--- src/rtl/nand_seq_pkg.sv ---
// Shared types for the NAND strobe sequencer: phase encoding, decoded
// timing fields and the bit positions of those fields in the timing word.
package nand_seq_pkg;

    typedef enum logic [2:0] {
        PH_IDLE   = 3'd0,
        PH_SETUP  = 3'd1,
        PH_STROBE = 3'd2,
        PH_HOLD   = 3'd3,
        PH_TURN   = 3'd4
    } phase_e;

    localparam int SU_W  = 4;
    localparam int ST_W  = 6;
    localparam int HD_W  = 3;
    localparam int TA_W  = 2;

    localparam int WSU_LSB = 26;
    localparam int WST_LSB = 20;
    localparam int WHD_LSB = 17;
    localparam int RSU_LSB = 13;
    localparam int RST_LSB = 7;
    localparam int RHD_LSB = 4;
    localparam int TA_LSB  = 2;

    typedef struct packed {
        logic [SU_W-1:0] wr_setup;
        logic [ST_W-1:0] wr_strobe;
        logic [HD_W-1:0] wr_hold;
        logic [SU_W-1:0] rd_setup;
        logic [ST_W-1:0] rd_strobe;
        logic [HD_W-1:0] rd_hold;
        logic [TA_W-1:0] turn;
    } timing_t;

endpackage

--- src/rtl/nand_timing_decode.sv ---
// Splits the 32-bit timing word into its phase-count fields.
// Assumes the word is stable while an access is in flight; bits 31:30
// and the bus-width field in 1:0 carry no function (8-bit bus only).
module nand_timing_decode
    import nand_seq_pkg::*;
(
    input  logic [31:0] cfg,
    output timing_t     tim
);

    logic unused_cfg;

    // Field extraction at the fixed positions.
    always_comb begin
        tim.wr_setup  = cfg[WSU_LSB +: SU_W];
        tim.wr_strobe = cfg[WST_LSB +: ST_W];
        tim.wr_hold   = cfg[WHD_LSB +: HD_W];
        tim.rd_setup  = cfg[RSU_LSB +: SU_W];
        tim.rd_strobe = cfg[RST_LSB +: ST_W];
        tim.rd_hold   = cfg[RHD_LSB +: HD_W];
        tim.turn      = cfg[TA_LSB  +: TA_W];
    end

    assign unused_cfg = ^{cfg[31:30], cfg[1:0]};

endmodule

--- src/rtl/nand_addr_decode.sv ---
// Decodes a host address and size into the cycle kind (ALE, CLE), chip
// select, status-window hit and the index of the last byte cycle.
// Assumes the address is held stable while host_valid is high.
module nand_addr_decode #(
    parameter int ADDR_W   = 16,
    parameter int ALE_BIT  = 3,
    parameter int CLE_BIT  = 4,
    parameter int CS_BIT   = 12,
    parameter int STAT_BIT = 13,
    parameter int BIDX_W   = 2
) (
    input  logic [ADDR_W-1:0] addr,
    input  logic [1:0]        size,
    output logic              ale,
    output logic              cle,
    output logic              cs_sel,
    output logic              is_status,
    output logic [BIDX_W-1:0] last_idx
);

    localparam logic [BIDX_W-1:0] MAX_IDX = '1;

    logic unused_addr;

    // Address-bit decode of the cycle type and target.
    always_comb begin
        ale       = addr[ALE_BIT];
        cle       = addr[CLE_BIT];
        cs_sel    = addr[CS_BIT];
        is_status = addr[STAT_BIT];
    end

    // Size code to last byte index: 0 -> 0, 1 -> 1, others -> full word.
    always_comb begin
        unique case (size)
            2'd0:    last_idx = '0;
            2'd1:    last_idx = BIDX_W'(1);
            default: last_idx = MAX_IDX;
        endcase
    end

    assign unused_addr = ^addr;

endmodule

--- src/rtl/nand_phase_engine.sv ---
// Runs setup/strobe/hold for each byte of an access, then the
// turnaround gap. Each phase lasts its count plus one clock.
// Assumes start is only raised while the engine is idle.
module nand_phase_engine
    import nand_seq_pkg::*;
#(
    parameter int BIDX_W = 2
) (
    input  logic              clk,
    input  logic              rst_n,
    input  logic              start,
    input  logic              wr,
    input  logic [BIDX_W-1:0] last_idx,
    input  timing_t           tim,
    output phase_e            phase,
    output logic [BIDX_W-1:0] bidx,
    output logic              done,
    output logic              sample
);

    localparam int CNT_W = ST_W;

    logic [CNT_W-1:0]  cnt;
    logic [CNT_W-1:0]  lim;
    logic [BIDX_W-1:0] last_q;
    logic              at_lim;

    // Count limit of the current phase for the current direction.
    always_comb begin
        unique case (phase)
            PH_SETUP:  lim = wr ? CNT_W'(tim.wr_setup)  : CNT_W'(tim.rd_setup);
            PH_STROBE: lim = wr ? CNT_W'(tim.wr_strobe) : CNT_W'(tim.rd_strobe);
            PH_HOLD:   lim = wr ? CNT_W'(tim.wr_hold)   : CNT_W'(tim.rd_hold);
            PH_TURN:   lim = CNT_W'(tim.turn);
            default:   lim = '0;
        endcase
    end

    assign at_lim = (cnt == lim);
    assign done   = (phase == PH_TURN) && at_lim;
    assign sample = (phase == PH_STROBE) && at_lim && !wr;

    // Phase, counter and byte-index sequencing.
    always_ff @(posedge clk) begin
        if (!rst_n) begin
            phase  <= PH_IDLE;
            cnt    <= '0;
            bidx   <= '0;
            last_q <= '0;
        end else begin
            unique case (phase)
                PH_IDLE: begin
                    if (start) begin
                        phase  <= PH_SETUP;
                        cnt    <= '0;
                        bidx   <= '0;
                        last_q <= last_idx;
                    end
                end
                PH_SETUP: begin
                    if (at_lim) begin
                        phase <= PH_STROBE;
                        cnt   <= '0;
                    end else begin
                        cnt <= cnt + 1'b1;
                    end
                end
                PH_STROBE: begin
                    if (at_lim) begin
                        phase <= PH_HOLD;
                        cnt   <= '0;
                    end else begin
                        cnt <= cnt + 1'b1;
                    end
                end
                PH_HOLD: begin
                    if (at_lim) begin
                        cnt <= '0;
                        if (bidx == last_q) begin
                            phase <= PH_TURN;
                        end else begin
                            phase <= PH_SETUP;
                            bidx  <= bidx + 1'b1;
                        end
                    end else begin
                        cnt <= cnt + 1'b1;
                    end
                end
                PH_TURN: begin
                    if (at_lim) begin
                        phase <= PH_IDLE;
                        cnt   <= '0;
                    end else begin
                        cnt <= cnt + 1'b1;
                    end
                end
                default: phase <= PH_IDLE;
            endcase
        end
    end

    AST_CNT_IN_RANGE: assert property (@(posedge clk) disable iff (!rst_n)
        (phase != PH_IDLE) |-> (cnt <= lim));
    AST_BYTE_IN_RANGE: assert property (@(posedge clk) disable iff (!rst_n)
        (phase != PH_IDLE) |-> (bidx <= last_q));

endmodule

--- src/rtl/nand_strobe_port.sv ---
// Memory-mapped NAND port: turns host accesses into timed byte cycles on
// an 8-bit asynchronous NAND bus, with address-bit decode of ALE, CLE,
// chip select and a status window. Assumes host request fields stay
// stable while host_valid is high and cfg_timing is stable mid-access.
module nand_strobe_port
    import nand_seq_pkg::*;
#(
    parameter int ADDR_W   = 16,
    parameter int HOST_W   = 32,
    parameter int ALE_BIT  = 3,
    parameter int CLE_BIT  = 4,
    parameter int CS_BIT   = 12,
    parameter int STAT_BIT = 13,
    parameter int SYNC_LEN = 2
) (
    input  logic              clk,
    input  logic              rst_n,
    input  logic [31:0]       cfg_timing,
    input  logic              host_valid,
    output logic              host_ready,
    input  logic              host_write,
    input  logic [1:0]        host_size,
    input  logic [ADDR_W-1:0] host_addr,
    input  logic [HOST_W-1:0] host_wdata,
    output logic [HOST_W-1:0] host_rdata,
    output logic [1:0]        nand_ce_n,
    output logic              nand_cle,
    output logic              nand_ale,
    output logic              nand_we_n,
    output logic              nand_re_n,
    output logic [7:0]        nand_dq_o,
    output logic              nand_dq_oe,
    input  logic [7:0]        nand_dq_i,
    input  logic              nand_rb
);

    localparam int LANES  = HOST_W / 8;
    localparam int BIDX_W = $clog2(LANES);
    localparam int N_CE   = 2;

    timing_t             tim;
    phase_e              phase;
    logic [BIDX_W-1:0]   bidx;
    logic [BIDX_W-1:0]   dec_last;
    logic                dec_ale, dec_cle, dec_cs, dec_status;
    logic                done, sample, accept, status_hit, byte_act;
    logic                lat_wr, lat_ale, lat_cle, lat_cs;
    logic [HOST_W-1:0]   lat_wdata;
    logic [7:0]          rd_lane [LANES];
    logic [HOST_W-1:0]   rd_word;
    logic [SYNC_LEN-1:0] rb_sync;

    nand_timing_decode u_tdec (
        .cfg (cfg_timing),
        .tim (tim)
    );

    nand_addr_decode #(
        .ADDR_W   (ADDR_W),
        .ALE_BIT  (ALE_BIT),
        .CLE_BIT  (CLE_BIT),
        .CS_BIT   (CS_BIT),
        .STAT_BIT (STAT_BIT),
        .BIDX_W   (BIDX_W)
    ) u_adec (
        .addr      (host_addr),
        .size      (host_size),
        .ale       (dec_ale),
        .cle       (dec_cle),
        .cs_sel    (dec_cs),
        .is_status (dec_status),
        .last_idx  (dec_last)
    );

    assign status_hit = (phase == PH_IDLE) && host_valid && dec_status;
    assign accept     = (phase == PH_IDLE) && host_valid && !dec_status;
    assign byte_act   = (phase == PH_SETUP) || (phase == PH_STROBE) || (phase == PH_HOLD);

    nand_phase_engine #(
        .BIDX_W (BIDX_W)
    ) u_eng (
        .clk      (clk),
        .rst_n    (rst_n),
        .start    (accept),
        .wr       (lat_wr),
        .last_idx (dec_last),
        .tim      (tim),
        .phase    (phase),
        .bidx     (bidx),
        .done     (done),
        .sample   (sample)
    );

    // Capture the request attributes at acceptance.
    always_ff @(posedge clk) begin
        if (!rst_n) begin
            lat_wr    <= 1'b0;
            lat_ale   <= 1'b0;
            lat_cle   <= 1'b0;
            lat_cs    <= 1'b0;
            lat_wdata <= '0;
        end else if (accept) begin
            lat_wr    <= host_write;
            lat_ale   <= dec_ale;
            lat_cle   <= dec_cle;
            lat_cs    <= dec_cs;
            lat_wdata <= host_wdata;
        end
    end

    // Ready/busy synchronizer.
    always_ff @(posedge clk) begin
        if (!rst_n) rb_sync <= '0;
        else        rb_sync <= {rb_sync[SYNC_LEN-2:0], nand_rb};
    end

    // One capture register per read byte lane.
    for (genvar k = 0; k < LANES; k++) begin : g_lane
        always_ff @(posedge clk) begin
            if (!rst_n || accept)                         rd_lane[k] <= '0;
            else if (sample && (bidx == BIDX_W'(k)))      rd_lane[k] <= nand_dq_i;
        end
        assign rd_word[8*k +: 8] = rd_lane[k];
    end

    // One active-low enable per die, low only for the selected one.
    for (genvar c = 0; c < N_CE; c++) begin : g_ce
        assign nand_ce_n[c] = !(byte_act && (lat_cs == c[0]));
    end

    // Bus pin drive from the current phase.
    always_comb begin
        nand_ale   = byte_act && lat_ale;
        nand_cle   = byte_act && lat_cle;
        nand_we_n  = !((phase == PH_STROBE) && lat_wr);
        nand_re_n  = !((phase == PH_STROBE) && !lat_wr);
        nand_dq_oe = byte_act && lat_wr;
        nand_dq_o  = lat_wdata[{bidx, 3'b000} +: 8];
    end

    // Host completion and read data.
    always_comb begin
        host_ready = done || status_hit;
        host_rdata = status_hit ? {{(HOST_W-1){1'b0}}, rb_sync[SYNC_LEN-1]} : rd_word;
    end

    AST_ONE_CE: assert property (@(posedge clk) disable iff (!rst_n)
        $onehot0(~nand_ce_n));
    AST_STROBES_EXCL: assert property (@(posedge clk) disable iff (!rst_n)
        !(!nand_we_n && !nand_re_n));
    AST_STROBE_IN_CE: assert property (@(posedge clk) disable iff (!rst_n)
        (!nand_we_n || !nand_re_n) |-> (nand_ce_n != 2'b11));
    AST_PINS_STEADY: assert property (@(posedge clk) disable iff (!rst_n)
        ((phase == PH_STROBE) || (phase == PH_HOLD)) |->
        ($stable(nand_ale) && $stable(nand_cle) && $stable(nand_dq_o)));
    AST_OE_NOT_READ: assert property (@(posedge clk) disable iff (!rst_n)
        !nand_re_n |-> !nand_dq_oe);
    AST_CE_OFF_AT_DONE: assert property (@(posedge clk) disable iff (!rst_n)
        host_ready |-> (nand_ce_n == 2'b11));

endmodule

--- config.mk ---
export PLATFORM = sky130hd
export DESIGN_NAME = nand_strobe_port
export DESIGN_NICKNAME = d
export VERILOG_FILES = /design/src/rtl/nand_seq_pkg.sv /design/src/rtl/nand_timing_decode.sv /design/src/rtl/nand_addr_decode.sv /design/src/rtl/nand_phase_engine.sv /design/src/rtl/nand_strobe_port.sv
export SDC_FILE = /design/constraint.sdc
export NUM_CORES = 1
export LEC_CHECK = 0
export ABC_CLOCK_PERIOD_IN_PS = 2550
export BUFFER_PORTS_ARGS = -buffer_cell sky130_fd_sc_hd__buf_2
export CAP_MARGIN = 40
export CORE_ASPECT_RATIO = 1.2
export CORE_UTILIZATION = 45
export CTS_BUF_LIST = sky130_fd_sc_hd__clkbuf_4 sky130_fd_sc_hd__clkbuf_8
export CTS_CLUSTER_DIAMETER = 60
export DETAILED_ROUTE_END_ITERATION = 12
export GPL_TIMING_DRIVEN = 0
export PLACE_DENSITY = 0.75
export SYNTH_ARGS = -nofsm -noshare
export SYNTH_HDL_FRONTEND = slang
export SYNTH_SLANG_ARGS = --single-unit
--- constraint.sdc ---
create_clock -name clk -period 2.55 [get_ports clk]
set_input_delay 0.1275 -clock clk [delete_from_list [all_inputs] [get_ports clk]]
set_output_delay 0.1275 -clock clk [all_outputs]
set_load 0.02 [all_outputs]
### Word level (Yosys, flattened, before mapping)

Memories as Yosys holds them, arrays and structs flattened.
Cells that the tools add are included.

| cells by class | value |
|---|---|
| $add $sub $neg | 2 |
| multipliers | 0 |
| div/mod/pow operators | 0 |
| magnitude comparators | 0 |
| equal/unequal tests | 16 |
| shift operators | 1 |
| mux-type cells | 38 |
| bitwise logic cells | 5 |
| reduce and logical (&&, ||, !) cells | 38 |

Operators with widths:

| kind | number |
|---|---|
| $mux 32 | 1 |
| $mux 8 | 4 |
| $shiftx 32x6->8 | 1 |
| $pmux 6 s4 | 1 |
| $mux 3 | 7 |
| $mux 6 | 3 |
| $logic_and 1x1->1 | 17 |
| $pmux 3 s5 | 1 |
| $mux 1 | 14 |
| $pmux 6 s2 | 1 |
| $ne 2x1->1 const B | 4 |
| $pmux 2 s2 | 2 |
| $logic_not 1->1 | 7 |
| $add 6x1->6 const B | 1 |
| $eq 3x2->1 const B | 2 |
| $eq 6x6->1 | 1 |
| $mux 2 | 3 |
| $reduce_and 5->1 | 1 |
| $eq 2x1->1 const B | 2 |
| $eq 2x2->1 const B | 2 |
| $logic_not 2->1 | 2 |
| $logic_or 1x1->1 | 4 |
| $mux 4 | 1 |
| $ne 2x2->1 const B | 2 |
| other kinds (11) | 16 |

| storage, ports and cells | value |
|---|---|
| flip-flop bits (word level) | 51 |
| bits in latches | 0 |
| memory bits (writable) | 32 |
| ROM bits | 0 |
| input port bits | 95 |
| output and inout port bits | 48 |
| logic and storage cells | 111 |
| memories kept | 1 |

Memories:

| memory | words | bits a word | read ports | clocked after Yosys merged registers in | write ports | line | source |
|---|---|---|---|---|---|---|---|
| rd_lane | 4 | 8 | 4 | 0 | 4 | nand_strobe_port.sv:49 | `logic [7:0] rd_lane [LANES];` |

### Logic depth before layout (Yosys ltp)

| depth | value |
|---|---|
| depth in word-level cells | 10 |
| gate-level depth with buffers | 10 |
| depth with buffers taken out | 7 |

### Modules after synthesis

Synthesis repeated with hierarchy kept, for this count alone.

| unflattened totals | value |
|---|---|
| cell total of the unflattened synthesis | 470 |
| area, all modules | 4,543.1 µm² |

Modules (own cells, without submodules):

| module | times used | cells each | area each (µm²) | seq. area each (µm²) |
|---|---|---|---|---|
| nand_strobe_port | 1 | 306 | 3,201.8 | 1,721.7 |
| nand_phase_engine | 1 | 130 | 1,091.0 | 260.2 |
| nand_timing_decode | 1 | 28 | 210.2 | 0.0 |
| nand_addr_decode | 1 | 6 | 40.0 | 0.0 |

### Worst setup path after synthesis

OpenSTA, ideal clock, no wires.

| timing | value |
|---|---|
| kind | register -> output |
| start point | register lat_wr |
| end point | output host_ready |
| arrival | 2.255 ns |
| required time | 2.423 ns |
| path slack | 0.167 ns |
| stages on the path, launching flop included | 10 |
| path buffers | 3 |
| cell sequence | dfxtp_1 > buf_6 > buf_12 > mux2i_1 > nor2_1 > or3_1 > a22oi_4 > nand3_4 > buf_2 > o21ai_0 |

| on the way | value |
|---|---|
| word-level cells in the longest chain between the ends | 5 |

RTL lines:

| element | line | source |
|---|---|---|
| from (decl) | nand_strobe_port.sv:47 | `logic lat_wr, lat_ale, lat_cle, lat_cs;` |
| from (signal assigned) | nand_strobe_port.sv:103 | `lat_wr <= host_write;` |
| $mux 3 (tied with other cells) | nand_phase_engine.sv:33 | `PH_HOLD: lim = wr ? CNT_W'(tim.wr_hold) : CNT_W'(tim.rd_hold);` |
| $pmux 6 s4 * | nand_phase_engine.sv:30 | `unique case (phase)` |
| $eq 6x6->1 * | nand_phase_engine.sv:39 | `assign at_lim = (cnt == lim);` |
| $logic_and 1x1->1 * | nand_phase_engine.sv:40 | `assign done = (phase == PH_TURN) && at_lim;` |
| $logic_or 1x1->1 * | nand_strobe_port.sv:143 | `host_ready = done \|\| status_hit;` |
| to (decl) | nand_strobe_port.sv:20 | `output logic host_ready,` |

Every way passes the cells marked *; elsewhere a longest branch is shown, timed or not.

### Worst setup path after layout

| timing | value |
|---|---|
| start point | register u_eng.phase[2] |
| end point | output host_ready |

| on the way | value |
|---|---|
| word-level cells in the longest chain between the ends | 5 |

RTL lines:

| element | line | source |
|---|---|---|
| from (decl) | nand_phase_engine.sv:15 | `output phase_e phase,` |
| from (signal assigned) | nand_phase_engine.sv:46 | `phase <= PH_IDLE;` |
| from (signal assigned) | nand_phase_engine.sv:54 | `phase <= PH_SETUP;` |
| from (signal assigned) | nand_phase_engine.sv:62 | `phase <= PH_STROBE;` |
| $eq 3x3->1 (tied with other cells) | nand_phase_engine.sv:30, nand_phase_engine.sv:40 |  |
| $pmux 6 s4 | nand_phase_engine.sv:30 |  |
| $eq 6x6->1 | nand_phase_engine.sv:39 |  |
| $logic_and 1x1->1 | nand_phase_engine.sv:40 |  |
| $logic_or 1x1->1 * | nand_strobe_port.sv:143 |  |

Marked as above.

==> results <==
- The number of different library cells used by synthesis comes to 47.
- The total power per unit cell area is 857.3 nW/µm².
- A synthesized cell averages 9.642 µm².
- The final non-filler cell total is 718.
- Sequential cells were found to cover 47.58% of the synthesized design area.
- The largest stage delay on the critical path is 0.38 ns.
- The share of the cycle needed by the critical path after routing is 99.04%.
- The post-synthesis cell count is 432.
- The total area inside the core boundary comes to 9034 µm².
- For the pin with the worst max-slew slack, the measured transition is 0.7894 ns.
- Before antenna repair, the detailed router went through 6 iterations.
- In this run the worst path has a maximum fanout of 10.
- Summed over all cells, the static leakage comes to 2.249 nW.
- The cell sitting at the root of the clock tree is a sky130_fd_sc_hd__clkbuf_8.
- The flop and latch count out of synthesis is 83.
- The die width is 89.83 µm.
- The critical path capture point type is an output port.
- 143 I/O pins were placed.
- The number of nets in the finished design is 692.
- The congestion estimate from routability-driven global placement came to 0.8698.
- The later pin in the worst-skew pair is clocked with a latency of 0.35 ns.
- The shortest clock period the worst path allows after layout is 2.526 ns.
- The total count of hold-check failures in the final report is 0.
- The type of the setup path with the least slack is flip-flop to output port.
- On the critical path, the stage with the largest delay is an instance of sky130_fd_sc_hd__or3_4.
- The total congestion overflow is 0.
- The routed design has 10.07 mm of wire.
- The number of pins with negative max-slew slack in the final report is 0.
- The nature of the critical path startpoint is a flip-flop.
- The cell area after technology mapping is 4165 µm².
- Broken down by cell family, the worst path's largest delay share belongs to simple AND/OR/NAND/NOR gates.
- Setup repair after global routing could not meet its margin everywhere.
- The die footprint is 9646 µm².
- The placed cell count is 677.
- Once detailed placement completed, the half-perimeter wirelength came to 7.371 mm.
- The row count is 38.
- The maximum number of pins on one net before global-route repair is 16.
- Data on the critical path arrives at its endpoint at 2.40 ns.
- The post-route DRC violation count is 0.
- Dividing the detail-routed wire length by the instance count gives 14.02 µm.
- The fraction of final layout cells with drive strength greater than 1 is 32.83%.
- The Yosys step of the flow raised 0 warnings.
- In the layout the commonest cells are 125 x sky130_fd_sc_hd__buf_2, 92 x sky130_fd_sc_hd__nand2_1, 62 x sky130_fd_sc_hd__and2_1, 49 x sky130_fd_sc_hd__dfxtp_1, 39 x sky130_fd_sc_hd__a21oi_1.
- The y dimension of the die is 107.4 µm.
- The number of global-route vias before repair is 3637.
- The buffers plus inverters on the worst setup path is 3.
- Clock-pin slew was measured on the worst setup and hold paths at 0.09 ns.
- Once the floorplan was initialized, standard cells occupied 46.11% of the core.
- Hold timing on the final database bottoms out at a slack of 0.01072 ns.
- In this run, the number of DRC markers left after iteration 0 of detailed routing was 177.
- Setup violations remaining at the end of the flow were counted as 0.
- The total track usage is 21.40%.
- The library cell used most frequently in the layout, excluding fill and tap cells, is sky130_fd_sc_hd__buf_2.
- The initial antenna violation count is 1.
- The synthesized net count is 532.
- Setup slack on the critical path of the routed design comes to 0.02448 ns.
- Based on the critical path, the design can be clocked at up to 396.0 MHz.
- Between clock sinks in the finished design, the worst skew comes to 0.01271 ns.
- By instance count, the cell type seen most on the critical path is sky130_fd_sc_hd__buf_6.
- Before CTS, the worst setup slack after placement is -0.1493 ns.
- The TritonCTS clock tree is yes.
- The number of filler cells placed in the layout is 809.
- The wire length of the first global-routing pass is 16.43 mm.
- The number of max-cap violations is 0.
- Port buffering added 125 buffers.
- The maximum vdd drop is 0.4014 mV.
- The critical path goes through buf_6 > nand3b_1 > o22ai_1 > or3_4 > a22oi_4 > nand3_4 > buf_6 > o21ai_1 > buf_4.
- The clock tree buffer depth is 2.
- For the worst setup path, the data required time is 2.42 ns.
- After detailed routing, the number of vias per cell comes to 5.072.
- The vias after detailed routing is 3642.
- In this run the remaining antenna-violating nets after routing total 0.
- The type of the tightest min-delay check is input port to flip-flop.
- The headroom to the max-slew limit is 47.37%.
- The number of H-tree branching levels is 3.
- The signed area change from the synthesized netlist to the final layout is 29.86%.
- The flow ran to the end, and the final reports show no timing, DRC or antenna violations.
- CTS saw 83 sinks.
- The CTS buffer count is 9.
[state kept, by name (all words and copies together) (netlist names)]
signal and cells:
lat_ale 1, lat_cle 1, lat_cs 1, lat_wdata 32, lat_wr 1, rb_sync 2, rd_lane 32, u_eng.bidx 2
u_eng.cnt 6, u_eng.last_q 2, u_eng.phase 3
[power by group]
part | leakage, nW | switching (W) | internal (W) | total [W]
combinational | 1.41 | 0.00126 | 0.000856 | 0.00211
clock | 0.0865 | 0.000492 | 0.000373 | 0.000865
sequential | 0.756 | 0.0000779 | 0.00158 | 0.00166
total | 2.25 | 0.00183 | 0.00281 | 0.00464
[kinds of logic (layout without fill, tap and decap cells)]
logic type               after synthesis  in the layout  synth area share, %
AND/OR/NAND/NOR                      210            210                27.16
flip-flops                            83             83                47.58
AO/OA/AOI/OAI                         68             68                9.974
buffers and inverters                 36            201                4.145
multiplexers                          25             25                8.591
adder cells (fa/ha/maj)                5              5                1.502
XOR/XNOR                               5              5                1.052
other                                  0              1                    0
[worst min-delay path, cell delays in order]
cell and delay [ns]:
sky130_fd_sc_hd__buf_2 0.10, sky130_fd_sc_hd__nand2_1 0.05, sky130_fd_sc_hd__a21oi_1 0.05
[worst paths after layout]
kind	start	endpoint	slack, ns	depth (start not counted)
min	host_wdata[29]	lat_wdata[29]	0.01	3
max reg2reg	u_eng.phase[2]	rd_lane[3][5]	0.09	10
min reg2reg	rb_sync[0]	rb_sync[1]	0.44	1
max	u_eng.phase[2]	host_ready	0.02	9
[layout make-up]
class | count | area [µm²] | area share (%)
flip-flops and latches | 83 | 1984 | 36.69
well taps | 120 | 150.1 | 2.776
multi-input cells | 313 | 2062 | 38.12
clock inverters | 6 | 50.05 | 0.9253
inverters | 10 | 37.54 | 0.6940
plain buffers | 26 | 142.6 | 2.637
clock buffers | 10 | 131.4 | 2.429
repair buffers | 149 | 848.3 | 15.68
diodes | 1 | 2.502 | 0.04626
[cell usage after synthesis, drive strengths merged]
cell type	number	area share (%)
nand2	92	8.3
and2	68	10
dfxtp	51	25
a21oi	40	4.9
edfxtp	32	23
clkbuf	18	1.6
mux2i	14	3.5
nor2	12	1.1
nand3	10	1.5
inv	9	0.81
buf	8	1.6
mux4	8	4.3
a31oi	6	0.90
o21ai	6	0.72
a21o	5	0.90
ha	5	1.5
or3	5	0.75
nor4	4	2.0
mux2	3	0.81
nand4	3	0.45
nor2b	3	0.45
nor3b	3	0.54
o22ai	3	0.45
xnor2	3	0.63
a22oi	2	0.69
nand2b	2	0.30
nor3	2	0.24
nor4b	2	0.42
or3b	2	0.54
xor2	2	0.42
a21boi	1	0.18
a32oi	1	0.21
and3	1	0.15
clkinv	1	0.090
nand3b	1	0.18
o2111ai	1	0.21
o22a	1	0.21
o2bb2ai	1	0.21
o32ai	1	0.39
[metrics by stage]
step | utilization [%] | total power, W | instance area, µm² | setup TNS [ns]
floorplan | - | 0.002975 | 4165 | 0
global placement | 54.70 | 0.003416 | 4941 | -2.176
detailed placement | 54.70 | 0.003477 | 4941 | -4.466
CTS | 58.96 | 0.004575 | 5326 | 0
global route | 59.88 | 0.004903 | 5409 | -1.285
finish | 59.88 | 0.004637 | 5409 | 0
[repair_timing]
item,CTS,global route
endpoints found under the hold margin,13,0
resized for setup,9,17
endpoints found under the setup margin,33,93
pin swaps,3,12
hold buffers,13,0
buffers inserted,5,6
[metal layers]
| layer | vias to the layer above | global-route usage, % | part of all wire (%) |
|---|---|---|---|
| li1 | 1801 | - | - |
| met2 | 123 | 40.99 | 53 |
| met5 | - | 0 | 0 |
| met1 | 1701 | 24.14 | 40 |
| met4 | 0 | 7.377 | 1.8 |
| met3 | 17 | 3.107 | 5.1 |
(Power assumes the default switching activity.)
